<file path="config.mk">
export PLATFORM = sky130hd
export DESIGN_NAME = syncdet_top
export DESIGN_NICKNAME = d
export VERILOG_FILES = /design/src/rtl/syncdet_pkg.sv /design/src/rtl/syncdet_shreg.sv /design/src/rtl/syncdet_cmp.sv /design/src/rtl/syncdet_window.sv /design/src/rtl/syncdet_top.sv
export SDC_FILE = /design/constraint.sdc
export NUM_CORES = 1
export LEC_CHECK = 0
export BUFFER_PORTS_ARGS = -buffer_cell sky130_fd_sc_hd__buf_2
export CORE_UTILIZATION = 49
export CTS_CLUSTER_DIAMETER = 150
export DETAILED_ROUTE_END_ITERATION = 10
export PLACE_DENSITY = 0.75
export SLEW_MARGIN = 30
export SYNTH_ARGS = -nofsm -noshare
export SYNTH_HDL_FRONTEND = slang
export SYNTH_SLANG_ARGS = --single-unit
</file>
<file path="constraint.sdc">
create_clock -name clk -period 3.45 [get_ports clk]
set_input_delay 0 -clock clk [delete_from_list [all_inputs] [get_ports clk]]
set_output_delay 0 -clock clk [all_outputs]
set_load 0.1 [all_outputs]
</file>
<file path="src/rtl/syncdet_pkg.sv">
package syncdet_pkg;
   typedef enum logic [1:0] {
      SM_OFF  = 2'b00,
      SM_ACQ  = 2'b01,
      SM_TRK  = 2'b10,
      SM_TRK2 = 2'b11
   } srch_mode_e;
endpackage

</file>
<file path="src/rtl/syncdet_shreg.sv">
module syncdet_shreg #(
   parameter int WORD_W = 16
) (
   input  logic              clk,
   input  logic              rst_n,
   input  logic              bit_in,
   input  logic              bit_vld,
   output logic [WORD_W-1:0] cand,
   output logic              primed
);
   localparam int CNT_W = $clog2(WORD_W);
   localparam logic [CNT_W-1:0] FULL_CNT = CNT_W'(WORD_W - 1);

   logic [WORD_W-1:0] sr_q;
   logic [CNT_W-1:0]  fill_q;

   // candidate includes the bit being presented this cycle
   assign cand   = {sr_q[WORD_W-2:0], bit_in};
   assign primed = (fill_q == FULL_CNT);

   always_ff @(posedge clk or negedge rst_n) begin
      if (!rst_n) begin
         sr_q   <= '0;
         fill_q <= '0;
      end else if (bit_vld) begin
         sr_q <= cand;
         if (!primed) fill_q <= fill_q + 1'b1;
      end
   end
endmodule

</file>
<file path="src/rtl/syncdet_cmp.sv">
module syncdet_cmp #(
   parameter int              WORD_W = 16,
   parameter logic [WORD_W-1:0] PAT_A = 16'h46A5,
   parameter logic [WORD_W-1:0] PAT_B = 16'hD93E
) (
   input  logic [WORD_W-1:0] cand,
   input  logic              word_sel,
   output logic              eq
);
   logic [WORD_W-1:0] ref_w;
   logic [WORD_W-1:0] agree;

   assign ref_w = word_sel ? PAT_B : PAT_A;

   for (genvar i = 0; i < WORD_W; i++) begin : g_bit
      assign agree[i] = ~(cand[i] ^ ref_w[i]);
   end

   assign eq = &agree;
endmodule

</file>
<file path="src/rtl/syncdet_window.sv">
module syncdet_window #(
   parameter int POS_W   = 9,
   parameter int WIN_TOL = 2
) (
   input  logic [POS_W-1:0] bit_pos,
   input  logic [POS_W-1:0] exp_pos,
   output logic             in_win
);
   if (WIN_TOL == 0) begin : g_exact
      assign in_win = (bit_pos == exp_pos);
   end else begin : g_range
      localparam logic [POS_W-1:0] TOL_V = POS_W'(WIN_TOL);
      logic [POS_W-1:0] ahead;
      logic [POS_W-1:0] behind;
      assign ahead  = bit_pos - exp_pos;
      assign behind = exp_pos - bit_pos;
      assign in_win = (ahead <= TOL_V) || (behind <= TOL_V);
   end
endmodule

</file>
<file path="src/rtl/syncdet_top.sv">
module syncdet_top #(
   parameter int              WORD_W  = 16,
   parameter int              POS_W   = 9,
   parameter int              WIN_TOL = 2,
   parameter logic [WORD_W-1:0] PAT_A = 16'h46A5,
   parameter logic [WORD_W-1:0] PAT_B = 16'hD93E
) (
   input  logic             clk,
   input  logic             rst_n,
   input  logic             bit_in,
   input  logic             bit_vld,
   input  logic [POS_W-1:0] bit_pos,
   input  logic             word_sel,
   input  logic [1:0]       srch_mode,
   input  logic [POS_W-1:0] exp_pos,
   input  logic             ind_clr,
   output logic             acq_ind,
   output logic [POS_W-1:0] acq_loc
);
   import syncdet_pkg::*;

   if (WORD_W < 2) begin : g_bad_word
      $error("syncdet_top: WORD_W must be at least 2");
   end
   if (POS_W < 2) begin : g_bad_pos
      $error("syncdet_top: POS_W must be at least 2");
   end
   if (2 * WIN_TOL >= (1 << POS_W)) begin : g_bad_tol
      $error("syncdet_top: window covers the whole position range");
   end
   if (PAT_A == PAT_B) begin : g_bad_pat
      $error("syncdet_top: patterns must differ");
   end

   logic [WORD_W-1:0] cand;
   logic              primed;
   logic              eq;
   logic              in_win;
   logic              mode_ok;
   logic              hit;
   srch_mode_e        mode;

   syncdet_shreg #(.WORD_W(WORD_W)) shreg_i (
      .clk    (clk),
      .rst_n  (rst_n),
      .bit_in (bit_in),
      .bit_vld(bit_vld),
      .cand   (cand),
      .primed (primed)
   );

   syncdet_cmp #(.WORD_W(WORD_W), .PAT_A(PAT_A), .PAT_B(PAT_B)) cmp_i (
      .cand    (cand),
      .word_sel(word_sel),
      .eq      (eq)
   );

   syncdet_window #(.POS_W(POS_W), .WIN_TOL(WIN_TOL)) win_i (
      .bit_pos(bit_pos),
      .exp_pos(exp_pos),
      .in_win (in_win)
   );

   assign mode = srch_mode_e'(srch_mode);

   always_comb begin
      case (mode)
         SM_OFF:  mode_ok = 1'b0;
         SM_ACQ:  mode_ok = 1'b1;
         default: mode_ok = in_win;
      endcase
   end

   assign hit = bit_vld & primed & eq & mode_ok;

   always_ff @(posedge clk or negedge rst_n) begin
      if (!rst_n) begin
         acq_ind <= 1'b0;
         acq_loc <= '0;
      end else if (hit) begin
         acq_ind <= 1'b1;
         acq_loc <= bit_pos;
      end else if (ind_clr) begin
         acq_ind <= 1'b0;
      end
   end
endmodule

</file>
==> results of run 1 <==
-- cells by family (layout without fill, tap and decap cells) --
logic type | after synthesis | in the layout | share of synthesized area, %
simple gates | 41 | 41 | 11.7
buf+inv | 30 | 78 | 5.67
mux | 26 | 26 | 14.7
fa+ha+maj | 19 | 19 | 12.7
flops | 29 | 29 | 36.5
compound gates | 39 | 39 | 13.8
xor+xnor | 11 | 11 | 4.85
-- flip-flops by register name, indices dropped and copies added, names as in the netlist --
| name | count |
|---|---|
| shreg_i.fill_q | 4 |
| acq_loc | 9 |
| acq_ind | 1 |
| shreg_i.sr_q | 15 |
-- cells in the mapped netlist, types with 3 or more instances --
| cell | number | area (µm²) |
|---|---|---|
| dfrtp_1 | 29 | 726 |
| nor3_1 | 3 | 15.0 |
| nand4_1 | 3 | 18.8 |
| mux2_2 | 25 | 282 |
| xor2_1 | 7 | 61.3 |
| nand2b_1 | 3 | 18.8 |
| a21oi_1 | 12 | 60.1 |
| a31oi_1 | 3 | 18.8 |
| inv_1 | 24 | 90.1 |
| clkbuf_1 | 6 | 22.5 |
| nand3_1 | 3 | 15.0 |
| o21ai_0 | 6 | 30.0 |
| nor2_1 | 10 | 37.5 |
| xnor2_1 | 4 | 35.0 |
| ha_1 | 17 | 213 |
| nand2_1 | 7 | 26.3 |
-- where the power goes --
| group | internal (W) | leakage (nW) | switching (W) |
|---|---|---|---|
| sequential | 0.000430 | 0.363 | 0.0000773 |
| clock | 0.000139 | 0.0450 | 0.000126 |
| combinational | 0.000170 | 0.785 | 0.000147 |
| total | 0.000740 | 1.19 | 0.000350 |
-- worst reg2reg max path, cell delays in order, from the launching register on --
cell,delay [ns]
dfrtp_1,0.38
o211ai_1,0.09
or4_1,0.46
a2111o_1,0.42
nor4_2,0.14
nand3_1,0.14
o32ai_4,0.48
mux2_2,0.40
-- stage by stage --
stage / utilization (%) / hold WS (ns)
floorplan: - / -0.296
global placement: 58.5 / 0.0583
detailed placement: 58.5 / 0.0601
CTS: 63.3 / 0.0105
global route: 63.3 / 0.0142
finish: 63.3 / 0.00779
-- final cells by class --
cell class / instances / area [µm²]
timing repair buffer: 46 / 283
multi-input combinational: 136 / 1150
fill: 312 / 1380
tap: 48 / 60.1
inverter: 24 / 90.1
clock buffer: 6 / 72.6
clock inverter: 2 / 10.0
sequential: 29 / 726
-- repair_timing --
action | CTS | global route
endpoints found under the hold margin | 38 | 0
setup endpoints to repair | 0 | 0
hold buffers | 10 | 0
-- per-layer routing --
metal / share of wire (%) / GRT usage (%)
met1: 48 / 27.4
met2: 46 / 32.7
met3: 5.4 / 5.56
met4: 0.98 / 7.88
met5: 0 / 0
-- worst max-delay path by stage --
stage	from	end	slack, ns
4_1_cts	bit_pos[0]	acq_loc[5]	0.50
2_1_floorplan	shreg_i.sr_q[5]	acq_loc[0]	1.01
3_5_place_dp	bit_pos[0]	acq_loc[5]	0.73
5_1_grt	bit_pos[0]	acq_loc[1]	0.31
3_3_place_gp	shreg_i.sr_q[13]	acq_loc[6]	0.81
6_report	bit_pos[0]	acq_loc[5]	0.51
==> flow_summary.yaml, run 1 <==
run_status:
  status: "finished clean"
clock_tree:
  cts_tree: "built"
  clock_sinks: 29
  path_clk_slew_ns: 0.06
  h-tree-depth: 2
  cts_buffers: 5
  clockBufferDepth: 2
  clock_latency_ns: 0.28
  post_cts_buffers: 0
  cts_root_buffer: "clkbuf_8"
  cts.repair.resized: 0
floorplanning:
  initial_core_util_pct: 52.7
  die_x_um: 65.7
  rows: 22
  die-area_um2: 4310
  core_um2: 3770
  fp.dieH_um: 65.7
  ios: 36
yosys:
  synthFlopType: "dfrtp_1"
  synth_cell_types: 41
  ys_seq_elements: 29
  yosysWarnings: 0
  synth-async-reset-ratio_pct: 100
  ys_seq_area_share_pct: 36.5
  synth_cells: 195
  syn_nets: 240
  synth_edf_count: 0
  syn_area_um2: 1990
  avgSynthCellArea_um2: 10.2
final_layout:
  drive_above_1_share_pct: 28.8
  final_area_um2: 2390
  area_growth_pct: 20.3
  n_antenna_cell: 0
  mostFrequentLayoutCell: "buf_2"
  layout.nets: 287
  final_cell_mix: "buf_2 (35), dfrtp_1 (29), mux2_2 (25), inv_1 (24), ha_1 (17)"
  final_cell_count_no_fill: 291
placed_design:
  io_buffers: 35
  post_dp_cell_area_um2: 2210
  gp_congestion: 0.808
  dp_hpwl_um: 2950
  pre_cts_ws_ns: 0.733
  placed_cells: 273
setup_path:
  cp-start-kind: "primary input"
  crit_type: "in -> reg"
  required_ns: 3.61
  r2r_start: "shreg_i.sr_q[13]"
  crit_cells: 12
  path_max_fanout: 10
  endpoint_kind: "register"
  slowest_stage: "dlygate4sd3_1"
  crit_family: "compound AO/OA/AOI/OAI gates"
  arrival_ns: 3.10
  reg2regPathDepth: 7
  path_buf_inv: 3
  r2r_setup_slack_ns: 0.80
  reg2reg_to: "acq_loc[5]"
  path_cells: "dlygate4sd3_1 -> buf_2 -> inv_1 -> ha_1 -> fa_1 -> nand2b_1 -> a21oi_1 -> xor2_1 -> nor4_2 -> nand3_1 -> o32ai_4 -> mux2_2"
  critPathMaxStageDelay_ns: 0.52
global_routing:
  grt_max_degree: 30
  grt_pass1_wl_um: 6740
  grt_pass1_vias: 1526
  antenna_found_initial: 0
  groute.usage.overall_pct: 20.9
  grt_overflow: 0
route:
  drc: 0
  viasPerCell: 5.40
  drtAntennaViolNets: 0
  drt_pre_antenna_iters: 4
  drt_iter0_drc: 78
  num_vias: 1570
  routed_wl_um: 3970
  routedWlPerCell_um: 13.6
run:
  cap_viol_max_count: 0
timing:
  skew_ns: 0.00209
  setup_tns_ns: 0
  slew_headroom_pct: 58.4
  period_needed_ns: 2.94
  setup_violations: 0
  max_freq_mhz: 341
  fin_ws_ns: 0.515
  hold_violations: 0
  rsz0062_at_grt: "false"
  period_share_pct: 85.1
  tightest_slew_ns: 0.625
  drv_slew: 0
pwr:
  vdd_ir_drop_max_uv: 296
  total_leakage_power_nw: 1.19
  power.total_w: 0.00109
  p_per_area_nw_per_um2: 456
worst_hold_path:
  holdPathStages: 2
  whs_endpoint: "acq_loc[5]"
  hp-start: "bit_pos[5]"
  hold_path_class: "in -> reg"
(Power assumes the default switching activity.)
==> run 2, diff against run 1 <==
- CORE_ASPECT_RATIO: default -> 0.7
==> run 2 against run 1 <==
  * Cell count down 0.34%
  * Die area about the same
  * Combinational power about the same
  * Largest power group unchanged
  * Sequential power barely moved
==> flow_summary.yaml, run 2 (same netlist as run 1, synthesis figures left out) <==
timing:
  fin_ws_ns: 0.484
  skew_ns: 0.00181
  hold_violations: 0
  drv_slew: 0
  period_needed_ns: 2.97
  period_share_pct: 86.0
  setup_violations: 0
  slew_headroom_pct: 58.8
  whs_ns: 0.00840
  max_freq_mhz: 337
  tightest_slew_ns: 0.619
  setup_tns_ns: 0
  rsz0062_at_grt: "false"
route:
  routed_wl_um: 4020
  drc: 0
  num_vias: 1553
  viasPerCell: 5.36
  drtAntennaViolNets: 0
  routedWlPerCell_um: 13.9
  drt_pre_antenna_iters: 4
  drt_iter0_drc: 123
worst_hold_path:
  hold_path_class: "in -> reg"
  holdPathStages: 2
placed_design:
  dp_hpwl_um: 3050
  io_buffers: 35
  pre_cts_ws_ns: 0.716
  gp_congestion: 0.883
  placed_cells: 274
setup_path:
  arrival_ns: 3.12
  path_max_fanout: 10
  reg2regPathDepth: 7
  path_buf_inv: 3
  endpoint_kind: "register"
  crit_cells: 12
  critPathMaxStageDelay_ns: 0.53
  crit_type: "in -> reg"
  slowest_stage: "dlygate4sd3_1"
  crit_family: "compound AO/OA/AOI/OAI gates"
  path_cells: "dlygate4sd3_1 -> buf_2 -> inv_1 -> ha_1 -> fa_1 -> nand2b_1 -> a21oi_1 -> xor2_1 -> nor4_2 -> nand3_1 -> o32ai_4 -> mux2_2"
  required_ns: 3.61
  cp-start-kind: "primary input"
run:
  cap_viol_max_count: 0
pwr:
  p_sw_share_pct: 31.1
  total_leakage_power_nw: 1.18
  p_int_w: 0.000756
  p_per_area_nw_per_um2: 462
  pwr-share-clk_pct: 24.8
  power.total_w: 0.00110
  vdd_ir_drop_max_uv: 314
  p_sw_w: 0.000342
  pwr-share-seq_pct: 46.2
  p_comb_share_pct: 29.0
global_routing:
  grt_pass1_vias: 1396
  grt_pass1_wl_um: 6710
  grt_max_degree: 30
  antenna_found_initial: 0
  groute.usage.overall_pct: 19.9
  grt_overflow: 0
floorplanning:
  core_um2: 3690
  rows: 18
  ios: 36
  die-area_um2: 4310
  fp.dieH_um: 55.3
  die_x_um: 78.1
  initial_core_util_pct: 53.8
clock_tree:
  h-tree-depth: 2
  cts_root_buffer: "clkbuf_8"
  clock_sinks: 29
  cts_buffers: 5
  path_clk_slew_ns: 0.06
  cts_tree: "built"
  cts.repair.resized: 0
  clock_latency_ns: 0.27
  clockBufferDepth: 2
final_layout:
  regArea_um2: 726
  final_cell_mix: "buf_2 (35), dfrtp_1 (29), mux2_2 (25), inv_1 (24), ha_1 (17)"
  drive_above_1_share_pct: 28.3
  final_cell_count_no_fill: 290
  largest_reg_flops: 15
  layout.nets: 285
  regMostFlops: "shreg_i.sr_q"
  n_antenna_cell: 0
  fill_cells: 317
  mostFrequentLayoutCell: "buf_2"
  top_regs: "shreg_i.sr_q x15, acq_loc x9, shreg_i.fill_q x4"
  multiInputGateArea_um2: 1150
  area_growth_pct: 19.7
run_status:
  status: "finished clean"
==> run 2: cell types whose count changed in the layout (fill, tap and decap cells not counted), sizes merged <==
cell         change
clkbuf           +1
buf              -1
dlygate4sd3      -1
clkinv           -2
==> run 2: final cells by class <==
cell class / instances / share of cell area, %
clock buffer: 7 / 3.63
sequential: 29 / 30.5
multi-input combinational: 136 / 48.3
timing repair buffer: 44 / 11.2
tap: 50 / 2.63
inverter: 24 / 3.79
==> run 2: routing by layer <==
| layer | global-route usage [%] | wire (µm) |
|---|---|---|
| met1 | 31.8 | 2120 |
| met2 | 26.6 | 1640 |
| met3 | 5.29 | 234 |
| met4 | 3.97 | 27 |
| met5 | 0 | 0 |
==> run 2: worst paths after layout <==
check	endpoint	start	slack (ns)
max in group asynchronous	shreg_i.sr_q[1]	rst_n	2.77
worst min-delay path	acq_loc[6]	bit_pos[6]	0.008
worst min register to register	acq_ind	acq_ind	0.49
min in group asynchronous	shreg_i.sr_q[8]	rst_n	0.27
worst max register to register	acq_loc[3]	shreg_i.sr_q[13]	0.79
worst max-delay path	acq_loc[3]	bit_pos[0]	0.48
==> run 2: power by group through the flow <==
stage / Sequential, W / Combinational (W) / Clock [W]
2_1_floorplan: 0.000488 / 0.000241 / 0
3_3_place_gp: 0.000508 / 0.000300 / 0
3_5_place_dp: 0.000510 / 0.000309 / 0
4_1_cts: 0.000506 / 0.000318 / 0.000281
5_1_grt: 0.000521 / 0.000358 / 0.000299
6_report: 0.000508 / 0.000318 / 0.000272
==> run 2: through the flow <==
stage / cell area (µm²) / util (%)
after CTS: 2380 / 64.4
after global placement: 2200 / 59.6
final: 2380 / 64.4
after detailed placement: 2200 / 59.6
after global routing: 2380 / 64.4
after floorplan: 1990 / -
==> run 2: repair_timing <==
action                    4_1_cts  5_1_grt
hold endpoints to repair       37        0
buffers inserted                0        0
hold buffers                    9        0
==> run 3, diff against run 2 <==
- ABC_AREA: default -> 1
- CORE_UTILIZATION: 49 -> 45
- PLACE_DENSITY: 0.75 -> default
- PLACE_DENSITY_LB_ADDON: default -> 0.1
==> run 3 against run 2 <==
  * Via count increased by 29%
  * Synthesized cell count up 60%
  * Clock skew increased by 0.0056 ns
  * Critical path type is now reg -> reg
==> flow_summary.yaml, run 3 <==
clock_tree:
  h-tree-depth: 2
  clock_sinks: 29
  cts_root_buffer: "clkbuf_8"
  post_cts_buffers: 0
  clock_latency_ns: 0.28
  path_clk_slew_ns: 0.06
  clockBufferDepth: 2
  cts_buffers: 5
  cts_tree: "built"
timing:
  max_freq_mhz: 522
  setup_violations: 0
  rsz0062_at_grt: "false"
  drv_slew: 0
  tightest_slew_ns: 0.633
  setup_tns_ns: 0
  period_share_pct: 55.5
  period_needed_ns: 1.92
  slew_headroom_pct: 57.8
  hold_violations: 0
  skew_ns: 0.00742
floorplanning:
  die-area_um2: 5160
  rows: 20
  initial_core_util_pct: 48.7
  die_x_um: 85.4
  fp.dieH_um: 60.4
  core_um2: 4500
  ios: 36
yosys:
  avgSynthCellArea_um2: 7.03
  syn_area_um2: 2190
  yosysWarnings: 0
  synth_top_area_share_pct: 33.1
  synth_cells: 312
  synthTopCellsByCount: "nand2_1 (99), inv_1 (55), nand3_1 (34)"
  synth_cell_types: 28
  ys_seq_elements: 29
  yosysMostFrequentCell: "nand2_1"
  syn_nets: 357
  synthFlopType: "dfrtp_1"
  synth_edf_count: 0
  synth.largest_area_cell: "dfrtp_1"
  synth-async-reset-ratio_pct: 100
  ys_seq_area_share_pct: 33.1
  ys_top_cells_by_area: "dfrtp_1 (33%), nand2_1 (17%), ha_1 (9.7%)"
final_layout:
  top_regs: "shreg_i.sr_q x15, acq_loc x9, shreg_i.fill_q x4"
  largest_reg_flops: 15
  drive_above_1_share_pct: 16.7
  area_growth_pct: 15.7
  final_area_um2: 2540
  final_cell_mix: "nand2_1 (99), inv_1 (55), buf_2 (35), nand3_1 (34), dfrtp_1 (29)"
  regMostFlops: "shreg_i.sr_q"
  layout.nets: 397
  mostFrequentLayoutCell: "nand2_1"
  n_antenna_cell: 0
global_routing:
  grt-busiest-layer: "met1"
  grt_pass1_vias: 1771
  grt_pass1_wl_um: 8470
  antenna_found_initial: 0
  grt_max_degree: 30
  groute.usage.overall_pct: 21.3
  use_met1_pct: 35.5
  grt_overflow: 0
  use_met2_pct: 27.4
  globalRouteMet3Util_pct: 5.03
route:
  routed_wl_um: 4960
  drt_iter0_drc: 156
  drtAntennaViolNets: 0
  num_vias: 1996
  routedWlPerCell_um: 12.1
  viasPerCell: 4.89
  drt_pre_antenna_iters: 4
  drc: 0
placed_design:
  io_buffers: 35
  dp_hpwl_um: 4000
  post_dp_cell_area_um2: 2410
  gp_congestion: 0.851
setup_path:
  cp-start-kind: "register"
  path_max_fanout: 10
  endpoint_kind: "register"
  required_ns: 3.62
  crit_type: "reg -> reg"
  arrival_ns: 2.08
run_status:
  status: "finished clean"
run:
  cap_viol_max_count: 0
pwr:
  p_per_area_nw_per_um2: 398
  total_leakage_power_nw: 1.49
  vdd_ir_drop_max_uv: 359
worst_hold_path:
  hold_path_class: "in -> reg"
==> run 3: cell types whose count changed in the layout (fill, tap and decap cells not counted), sizes merged, moves of 3 or more <==
cell         delta
dlygate4sd3     -6
mux2           -24
nand2b          -3
nand3          +32
o21ai          +12
nand4           +3
xnor2           -3
xor2            -4
a31oi           -3
a21oi           -4
nand2         +100
nor2            +6
inv            +32
==> run 3: layout make-up <==
cell class              instances  area (µm²)
well taps                      55        68.8
multi-input cells             222        1230
clock inverters                 1        5.00
fillers                       458        1970
repair buffers                 38         205
clock buffers                   7        96.3
inverters                      56         210
flip-flops and latches         29         726
==> run 3: power breakdown <==
| group | switching (W) | leakage, nW | internal [W] |
|---|---|---|---|
| sequential | 0.0000379 | 0.380 | 0.000391 |
| combinational | 0.000168 | 1.06 | 0.000110 |
| clock | 0.000125 | 0.0542 | 0.000180 |
==> run 3: cell families after synthesis <==
group	Yosys count	share of synthesized area [%]
AND/OR/NAND/NOR	171	35.9
XOR/XNOR	4	1.60
multiplexers	1	0.513
AO/OA/AOI/OAI	27	6.45
adder cells (fa/ha/maj)	19	11.5
buffers and inverters	61	11.0
flip-flops	29	33.1
==> run 3: per-layer routing <==
metal / wire [µm] / vias up / part of all wire [%]
met5: 0 / - / 0
met4: 0 / 0 / 0
met3: 268 / 0 / 5.4
met2: 1770 / 54 / 36
met1: 2910 / 885 / 59
li1: - / 1057 / -
==> run 3: final timing paths <==
kind	startpoint	to	slack (ns)	depth (start not counted)
hold / removal	bit_pos[8]	acq_loc[8]	0.004	3
max in group asynchronous	rst_n	shreg_i.fill_q[0]	2.75	2
setup reg to reg	shreg_i.fill_q[0]	acq_loc[5]	1.53	8
setup / recovery	shreg_i.fill_q[0]	acq_loc[5]	1.53	8
hold reg to reg	acq_loc[4]	acq_loc[4]	0.47	2
min in group asynchronous	rst_n	shreg_i.sr_q[9]	0.28	2
==> run 3: what timing repair did <==
action | CTS | global route
hold buffers | 3 | 0
gates resized for setup | 0 | 0
hold endpoints to repair | 31 | 0
==> run 3: worst max-delay path, stage by stage (launching register included) <==
cell and delay, ns:
dfrtp_1 0.39, ha_1 0.18, nand3_1 0.12, nor3_1 0.29, o21ai_0 0.29, nor2_8 0.29, nand2_8 0.11, nand2_1 0.08
nand2_1 0.05
==> run 3: through the flow <==
step	hold slack, ns	worst slack, ns	utilization (%)	cells	power (W)
after floorplan	-0.296	1.77	-	312	0.000629
final	0.00442	1.53	56.4	408	0.00101
after global routing	0.00401	1.31	56.4	408	0.00108
after CTS	0.00165	1.56	56.4	408	0.00102
after global placement	0.0597	1.42	53.4	397	0.000701
after detailed placement	0.0575	1.36	53.4	397	0.000707
